--- src/rtl/qfd_pkg.sv ---
package qfd_pkg;

  typedef logic [1:0] quad_t;

  typedef enum logic [1:0] {
    STEP_HOLD = 2'd0,
    STEP_UP   = 2'd1,
    STEP_SKIP = 2'd2,
    STEP_DOWN = 2'd3
  } step_e;

  // Distance between two quadrants, modulo 4.
  function automatic step_e classify_step(input quad_t now_q, input quad_t held_q);
    quad_t diff;
    diff = now_q - held_q;
    return step_e'(diff);
  endfunction

endpackage

--- src/rtl/qfd_quadrant_map.sv ---
module qfd_quadrant_map
  import qfd_pkg::*;
(
  input  logic  i_early_i,
  input  logic  i_late_i,
  input  logic  q_early_i,
  input  logic  q_late_i,
  output quad_t quad_o,
  output logic  pair_ok_o
);

  logic i_ok, q_ok;

  always_comb begin
    i_ok      = i_early_i ^ i_late_i;
    q_ok      = q_early_i ^ q_late_i;
    pair_ok_o = i_ok & q_ok;
    unique case ({i_early_i, q_early_i})
      2'b00:   quad_o = 2'd0;
      2'b10:   quad_o = 2'd1;
      2'b11:   quad_o = 2'd2;
      default: quad_o = 2'd3;
    endcase
  end

endmodule

--- src/rtl/qfd_shift_tracker.sv ---
module qfd_shift_tracker
  import qfd_pkg::*;
(
  input  logic  clk,
  input  logic  rst_n,
  input  logic  take_i,
  input  quad_t quad_i,
  output quad_t quad_o,
  output logic  armed_o,
  output logic  faster_o,
  output logic  slower_o,
  output logic  first_o,
  output logic  hold_o,
  output logic  shift_o
);

  quad_t held_q;
  logic  armed_q;
  step_e step;
  logic  up, down;

  always_comb begin
    step    = classify_step(quad_i, held_q);
    first_o = take_i & ~armed_q;
    hold_o  = take_i & armed_q & (step == STEP_HOLD);
    up      = take_i & armed_q & (step == STEP_UP);
    down    = take_i & armed_q & (step == STEP_DOWN);
    shift_o = up | down;
  end

  always_ff @(posedge clk) begin
    if (!rst_n) begin
      held_q   <= '0;
      armed_q  <= 1'b0;
      faster_o <= 1'b0;
      slower_o <= 1'b0;
    end else begin
      armed_q  <= armed_q | take_i;
      faster_o <= up;
      slower_o <= down;
      if (first_o | up | down) held_q <= quad_i;
    end
  end

  assign quad_o  = held_q;
  assign armed_o = armed_q;

  assert_first_quiet_R5: assert property (@(posedge clk) disable iff (!rst_n)
    (take_i && !armed_q) |=> (!faster_o && !slower_o && armed_q));

  assert_skip_ignored_R6: assert property (@(posedge clk) disable iff (!rst_n)
    (take_i && armed_q && quad_t'(quad_i - held_q) == 2'd2) |=> ($stable(held_q) && !faster_o && !slower_o));

  assert_arm_sticky_R5: assert property (@(posedge clk) disable iff (!rst_n)
    armed_q |=> armed_q);

endmodule

--- src/rtl/qfd_lock_counter.sv ---
module qfd_lock_counter #(
  parameter int LOCK_COUNT = 4
) (
  input  logic clk,
  input  logic rst_n,
  input  logic first_i,
  input  logic hold_i,
  input  logic shift_i,
  output logic locked_o
);

  localparam int CW = $clog2(LOCK_COUNT + 1);
  localparam logic [CW-1:0] LIMIT = CW'(LOCK_COUNT);
  localparam logic [CW-1:0] ONE   = CW'(1);

  logic [CW-1:0] run_q;

  always_ff @(posedge clk) begin
    if (!rst_n) begin
      run_q <= '0;
    end else if (first_i | shift_i) begin
      run_q <= ONE;
    end else if (hold_i && run_q < LIMIT) begin
      run_q <= run_q + ONE;
    end
  end

  assign locked_o = (run_q >= LIMIT);

  generate
    if (LOCK_COUNT > 1) begin : g_unlock_chk
      assert_shift_unlocks_R8: assert property (@(posedge clk) disable iff (!rst_n)
        shift_i |=> !locked_o);
    end
  endgenerate

  assert_run_bounded_R8: assert property (@(posedge clk) disable iff (!rst_n)
    run_q <= LIMIT);

endmodule

--- src/rtl/qfd_freq_detector.sv ---
module qfd_freq_detector
  import qfd_pkg::*;
#(
  parameter int LOCK_COUNT = 4
) (
  input  logic       clk,
  input  logic       rst_n,
  input  logic       dec_valid_i,
  output logic       dec_ready_o,
  input  logic       i_early_i,
  input  logic       i_late_i,
  input  logic       q_early_i,
  input  logic       q_late_i,
  output logic [1:0] quad_o,
  output logic       quad_valid_o,
  output logic       faster_o,
  output logic       slower_o,
  output logic       locked_o
);

  quad_t map_quad;
  logic  pair_ok;
  logic  take;
  logic  first_ev, hold_ev, shift_ev;

  qfd_quadrant_map u_map (
    .i_early_i (i_early_i),
    .i_late_i  (i_late_i),
    .q_early_i (q_early_i),
    .q_late_i  (q_late_i),
    .quad_o    (map_quad),
    .pair_ok_o (pair_ok)
  );

  assign take        = dec_valid_i & pair_ok;
  assign dec_ready_o = 1'b1;

  qfd_shift_tracker u_track (
    .clk      (clk),
    .rst_n    (rst_n),
    .take_i   (take),
    .quad_i   (map_quad),
    .quad_o   (quad_o),
    .armed_o  (quad_valid_o),
    .faster_o (faster_o),
    .slower_o (slower_o),
    .first_o  (first_ev),
    .hold_o   (hold_ev),
    .shift_o  (shift_ev)
  );

  qfd_lock_counter #(.LOCK_COUNT(LOCK_COUNT)) u_lock (
    .clk      (clk),
    .rst_n    (rst_n),
    .first_i  (first_ev),
    .hold_i   (hold_ev),
    .shift_i  (shift_ev),
    .locked_o (locked_o)
  );

  assert_pulse_exclusive_R10: assert property (@(posedge clk) disable iff (!rst_n)
    !(faster_o && slower_o));

  assert_idle_quiet_R9: assert property (@(posedge clk) disable iff (!rst_n)
    !dec_valid_i |=> (!faster_o && !slower_o && $stable(quad_o) && $stable(locked_o)));

  assert_malformed_quiet_R7: assert property (@(posedge clk) disable iff (!rst_n)
    (dec_valid_i && !(i_early_i ^ i_late_i)) |=> (!faster_o && !slower_o && $stable(quad_o)));

  assert_pulse_unlocked_R8: assert property (@(posedge clk) disable iff (!rst_n)
    (faster_o || slower_o) |-> (!locked_o || LOCK_COUNT == 1));

endmodule

--- config.mk ---
export PLATFORM = sky130hd
export DESIGN_NAME = qfd_freq_detector
export DESIGN_NICKNAME = d
export VERILOG_FILES = /design/src/rtl/qfd_pkg.sv /design/src/rtl/qfd_quadrant_map.sv /design/src/rtl/qfd_shift_tracker.sv /design/src/rtl/qfd_lock_counter.sv /design/src/rtl/qfd_freq_detector.sv
export SDC_FILE = /design/constraint.sdc
export NUM_CORES = 1
export LEC_CHECK = 0
export CAP_MARGIN = 10
export CELL_PAD_IN_SITES_DETAIL_PLACEMENT = 1
export CELL_PAD_IN_SITES_GLOBAL_PLACEMENT = 1
export CORE_ASPECT_RATIO = 0.9
export CORE_MARGIN = 2
export CORE_UTILIZATION = 32
export DETAILED_ROUTE_END_ITERATION = 16
export GPL_ROUTABILITY_DRIVEN = 0
export PLACE_DENSITY = 0.84
export SLEW_MARGIN = 20
export SYNTH_ARGS = -nofsm -noshare
export SYNTH_HDL_FRONTEND = slang
export SYNTH_SLANG_ARGS = --single-unit
--- constraint.sdc ---
create_clock -name clk -period 2.1 [get_ports clk]
set_input_delay 0.315 -clock clk [delete_from_list [all_inputs] [get_ports clk]]
set_output_delay 0.315 -clock clk [all_outputs]
set_load 0.03 [all_outputs]
* Yosys cells after proc, flatten, opt, wreduce, memory -nomap -nowiden
Index checks and enable logic that the tools add are counted.
W data, S select, Z words.
** Operators by class
- Equal/unequal tests :: 4
- Reduce and logical (&&, ||, !) cells :: 5
- Mux-type cells :: 3
- Bitwise operators :: 16
- Order comparisons :: 2
- Add/sub/neg operators :: 2
** Operators by type and width (count)
- $and A1 B1 Y1 :: 7
- $eq A2 B2 Y1 const B :: 3
- $pmux W2 S3 :: 1
- $or A1 B1 Y1 :: 5
- $logic_not A2 Y1 :: 2
- $add A3 B1 Y3 const B :: 1
- $ge A3 B3 Y1 const B :: 1
- $lt A3 B3 Y1 const B :: 1
- $eq A2 B1 Y1 const B :: 1
- $mux W1 :: 2
- $not A1 Y1 :: 2
- $reduce_bool A2 Y1 :: 1
- $reduce_or A2 Y1 :: 1
- $sub A2 B2 Y2 :: 1
- $xor A1 B1 Y1 :: 2
- $logic_and A1 B1 Y1 :: 1
** Word-level totals
- Register bits after elaboration :: 8
- Word-level logic and storage cells :: 38
- Output and inout port bits :: 7
- Input bits :: 7

* Logic depth before layout (Yosys ltp)
- Depth after elaboration :: 8
- Depth in mapped cells :: 8
- Gate-level depth less buffers :: 7

* By module
A second synthesis with hierarchy kept.
** Unflattened totals
- Cell total of the unflattened synthesis :: 49
- Area total of the unflattened synthesis :: 456.7 um2
** By module, submodules not included
- qfd_shift_tracker :: seq. area each 100.1 um2, times used 1, cells each 21, area an instance 222.7 um2
- qfd_lock_counter :: seq. area each 60.1 um2, times used 1, cells each 17, area an instance 156.4 um2
- qfd_quadrant_map :: seq. area each 0.0 um2, times used 1, cells each 8, area an instance 60.1 um2
- qfd_freq_detector :: seq. area each 0.0 um2, times used 1, cells each 3, area an instance 17.5 um2

* Worst setup path after synthesis
No wires, ideal clock.
- Path kind :: input-to-reg
- From :: input port i_early_i
- To :: register u_lock.run_q[0]
- Slack :: 366 ps
- Library setup time :: 120 ps
- Arrival :: 1614 ps
- Stages :: 7
- Required time :: 1980 ps
- Path through :: inv_1 -> ha_1 -> ha_1 -> xnor2_2 -> xnor2_2 -> and4_1 -> o31a_1
** Between the ends
- Cells in the longest elaborated chain, start to end :: 8
- Elaborated cells between the ends (all ways) :: 21
- Those cells by class :: add/sub (1); eq/ne (4); mux (2); bitwise (10); reduce/logical (4)
** RTL lines
- start, declared :: RTL line qfd_freq_detector.sv:10 : input logic i_early_i,
- $eq A2 B2 Y1 (tied with other cells) :: RTL line qfd_quadrant_map.sv:18 : unique case ({i_early_i, q_early_i})
- $pmux W2 S3 or $and A1 B1 Y1 (tied branches) :: RTL line qfd_quadrant_map.sv:18, qfd_quadrant_map.sv:17
- $sub A2 B2 Y2 or $and A1 B1 Y1 (tied branches) :: RTL line qfd_pkg.sv:15, qfd_freq_detector.sv:35
- $eq A2 B1 Y1 (tied with other cells) :: RTL line qfd_shift_tracker.sv:26 : up = take_i & armed_q & (step == STEP_UP);
- $and A1 B1 Y1, on equally long branches :: RTL line qfd_shift_tracker.sv:26, qfd_shift_tracker.sv:27
- $or A1 B1 Y1 :: RTL line qfd_shift_tracker.sv:28 : shift_o = up | down;
- $or A1 B1 Y1 :: RTL line qfd_lock_counter.sv:21 : end else if (first_i | shift_i) begin
- $mux W1 or $reduce_bool A2 Y1 (tied branches)
- end signal, assigned :: RTL line qfd_lock_counter.sv:24 : run_q <= run_q + ONE;
- end, declared :: RTL line qfd_lock_counter.sv:16 : logic [CW-1:0] run_q;
Parallel ways exist; a longest one is shown, timed or not.
A chain may end at the register's enable or synchronous reset.

* Final worst setup path
- From :: input port i_early_i
- To :: register u_lock.run_q[1]
** Between the ends
- Cells in the longest elaborated chain, start to end :: 8
- Elaborated cells between the ends (all ways) :: 20
- Those cells by class :: add/sub (1); eq/ne (4); mux (1); bitwise (10); reduce/logical (4)
** RTL lines (RTL line)
- $eq A2 B2 Y1 (tied with other cells) :: qfd_quadrant_map.sv:18
- $pmux W2 S3 or $and A1 B1 Y1 (tied branches) :: qfd_quadrant_map.sv:18, qfd_quadrant_map.sv:17
- $sub A2 B2 Y2 or $and A1 B1 Y1 (tied branches) :: qfd_pkg.sv:15, qfd_freq_detector.sv:35
- $eq A2 B1 Y1 (tied with other cells) :: qfd_shift_tracker.sv:26
- $and A1 B1 Y1, on equally long branches :: qfd_shift_tracker.sv:26, qfd_shift_tracker.sv:27
- $or A1 B1 Y1 :: qfd_shift_tracker.sv:28
- $or A1 B1 Y1 :: qfd_lock_counter.sv:21
- $reduce_or A2 Y1 (no line)
Parallel ways exist; a longest one is shown, timed or not.

==> flow_metrics.env <==
export IMPL_outcome="complete, no violations"
export IMPL_rr_startpoint="u_track.quad_o[0]"
export IMPL_share_comb_of_total_power_pct=27.6
export IMPL_placed_cells=76
export IMPL_final_nets=78
export IMPL_fp_dieArea_um2=1793
export IMPL_synth_common_cells="dfxtp_1 (8), ha_1 (5), nand2_1 (4)"
export IMPL_cp_max_fo=4
export IMPL_cts_tree="done"
export IMPL_synth_cell_type_count=27
export IMPL_seqPwrFrac_pct=41.7
export IMPL_grt_pass1_wl_um=1814
export IMPL_drv_cap=0
export IMPL_muxShareOfSynthArea_pct=0
export IMPL_ios=14
export IMPL_drive_above_1_share_pct=18.75
export IMPL_viasPerCell=5.038
export IMPL_grt_pass1_vias=434
export IMPL_p_total_uw=391.8
export IMPL_start_util_pct=33.24
export IMPL_dominantRegCellSynth="dfxtp_1"
export IMPL_leakagePower_uw=0.0002866
export IMPL_syn_area_um2=470.5
export IMPL_cts_buffer_depth=2
export IMPL_fin_crit_sh_pct=96.30
export IMPL_synth_compound_area_share_pct=13.83
export IMPL_antenna_left=0
export IMPL_dp_hpwl_um=828.3
export IMPL_routed_wl_um=1039
export IMPL_post_route_min_period_ps=2022
export IMPL_yosysWarnings=0
export IMPL_synth_area_leaders="dfxtp_1 (34%), ha_1 (13%), xnor2_2 (6.9%)"
export IMPL_rows=13
export IMPL_crit_chain="clkdlybuf4s50_1 > inv_1 > ha_1 > ha_1 > xnor2_2 > xnor2_2 > buf_4 > a31o_1 > a21oi_1"
export IMPL_htree_num_levels=1
export IMPL_r2r_slack_ps=640
export IMPL_p_sw_share_pct=28.85
export IMPL_skew_ps=7.402
export IMPL_power_density_nw_per_um2=608.0
export IMPL_peakVddDrop_mv=0.4029
export IMPL_die_y_um=40.38
export IMPL_final_setup_viol_count=0
export IMPL_drtIter0Drc=3
export IMPL_die_width_um=44.42
export IMPL_cp_slowest_cell="clkdlybuf4s50_1"
export IMPL_cp_start_kind="primary input"
export IMPL_synthXorXnorAreaFrac_pct=10.64
export IMPL_crit_start="i_early_i"
export IMPL_timing_hold_violations_final=0
export IMPL_syn_mean_instance_area_um2=9.801
export IMPL_yosysTopAreaCellShare_pct=34.04
export IMPL_overflow=0
export IMPL_seq_area_frac_synth_pct=34.04
export IMPL_min_delay_start="u_track.armed_o"
export IMPL_r2r_worst_path_cells=6
export IMPL_synth_async_reset_ratio_pct=0
export IMPL_grt_usage_pct=14.71
export IMPL_core_area_um2=1415
export IMPL_cts_root_buffer="clkbuf_4"
export IMPL_worstSetupPathType="in2reg"
export IMPL_synth_area_leader_cell="dfxtp_1"
export IMPL_cts_hold_buf=0
export IMPL_ys_ff_latch=8
export IMPL_r2r_end="u_lock.run_q[1]"
export IMPL_synth_cells=48
export IMPL_io_buffers=12
export IMPL_drc_errors=0
export IMPL_utilization_pct=45.53
export IMPL_cts_buffers=3
export IMPL_synthAdderAreaFrac_pct=13.30
export IMPL_max_freq_mhz=494.5
export IMPL_vias=398
export IMPL_instances_no_fill=79
export IMPL_cpPeakStageDelay_ps=480
export IMPL_internal_power_uw=278.8
export IMPL_slew_viol_final=0
export IMPL_p_switching_uw=113.0
export IMPL_min_path_type="reg2reg"
export IMPL_hold_depth=2
export IMPL_area_growth_pct=36.97
export IMPL_diodes=0
export IMPL_wl_per_cell_um=13.15
export IMPL_critPathRequiredTime_ps=2280
export IMPL_synth_most_common_cell="dfxtp_1"
export IMPL_yosys_area_share_simple_pct=19.15
export IMPL_clk_pin_slew_worst_paths_ps=60
export IMPL_synth_top_family_by_area="simple AND/OR/NAND/NOR gates"
export IMPL_synth_edf_count=0
export IMPL_grt_max_degree=7
export IMPL_cts_sinks=8
export IMPL_arrival_ps=2210
export IMPL_whs_endpoint="u_track.slower_o"
export IMPL_end_kind="flip-flop"
export IMPL_drtPass1Iterations=4
export IMPL_syn_nets=60
export IMPL_clkPwrFrac_pct=30.6
export IMPL_antenna_found_initial=0
export IMPL_clk_latency_ps=260
==> stage by stage <==
stage	instance area [um^2]	hold WS, ps	setup WS [ps]	TNS (ps)
2_1_floorplan	470.5	432.5	366.2	0
3_3_place_gp	619.3	500.6	-163.7	-704.4
3_5_place_dp	619.3	509.1	-181.0	-771.1
4_1_cts	641.9	522.6	86.63	0
5_1_grt	644.4	556.3	-27.34	-27.34
6_report	644.4	523.0	77.68	0
==> power groups by stage <==
stage | Clock (uW) | Combinational (uW) | Sequential (uW)
after floorplan | 0 | 52.8 | 174
after CTS | 125 | 108 | 164
after detailed placement | 0 | 107 | 167
final | 120 | 108 | 164
after global routing | 129 | 119 | 164
after global placement | 0 | 104 | 166
==> registers in the layout, summed over array words and instances, names as in the netlist <==
| signal | flops |
|---|---|
| u_track.faster_o | 1 |
| u_track.slower_o | 1 |
| u_track.armed_o | 1 |
| u_lock.run_q | 3 |
| u_track.quad_o | 2 |
==> timing repair <==
item	CTS	global route
buffers inserted	0	0
setup endpoints to repair	0	1
resized for setup	0	1
==> placed cells by master (no fill, tap or decap), types with 2 or more instances in the layout <==
cell and n:
nand2_1 4, xnor2_2 2, and4_1 2, inv_1 3, xor2_1 2, buf_4 5
clkbuf_4 3, clkdlybuf4s50_1 12, dfxtp_1 8, o211a_1 2, ha_1 5
==> worst max path at each step <==
stage / slack, ps / end
global route: -30 / u_lock.run_q[1]
CTS: 90 / u_lock.run_q[0]
floorplan: 370 / u_lock.run_q[0]
global placement: -160 / u_lock.run_q[0]
finish: 80 / u_lock.run_q[1]
detailed placement: -180 / u_lock.run_q[0]
==> area by class of cell <==
cell class                      count  area, um^2
Timing Repair Buffer               17       157.7
Inverter                            3       11.26
Tap cell                           15       18.77
Clock buffer                        3       22.52
Multi-Input combinational cell     33       274.0
Fill cell                         161       770.7
Sequential cell                     8       160.2
==> critical path: cells and delay by family <==
family | cells | cell delay, ps
XOR/XNOR | 2 | 310
buffers and inverters | 3 | 680
AO/OA/AOI/OAI | 2 | 370
adder cells (fa/ha/maj) | 2 | 530
==> cell families (layout without fill, tap and decap cells) <==
group	Yosys count	in the layout
fa+ha+maj	5	5
flops	8	8
simple gates	15	15
buf+inv	7	23
compound gates	8	8
other cells	1	1
xor+xnor	4	4
==> layer usage <==
| metal | part of all wire (%) | track usage [%] | wire, um |
|---|---|---|---|
| met3 | 5.3 | 7.207 | 55 |
| met1 | 38 | 14.59 | 393 |
| met2 | 57 | 27.57 | 591 |
| met4 | 0 | 4.545 | 0 |
| met5 | 0 | 0 | 0 |
Power figures use the tool's default switching activity.
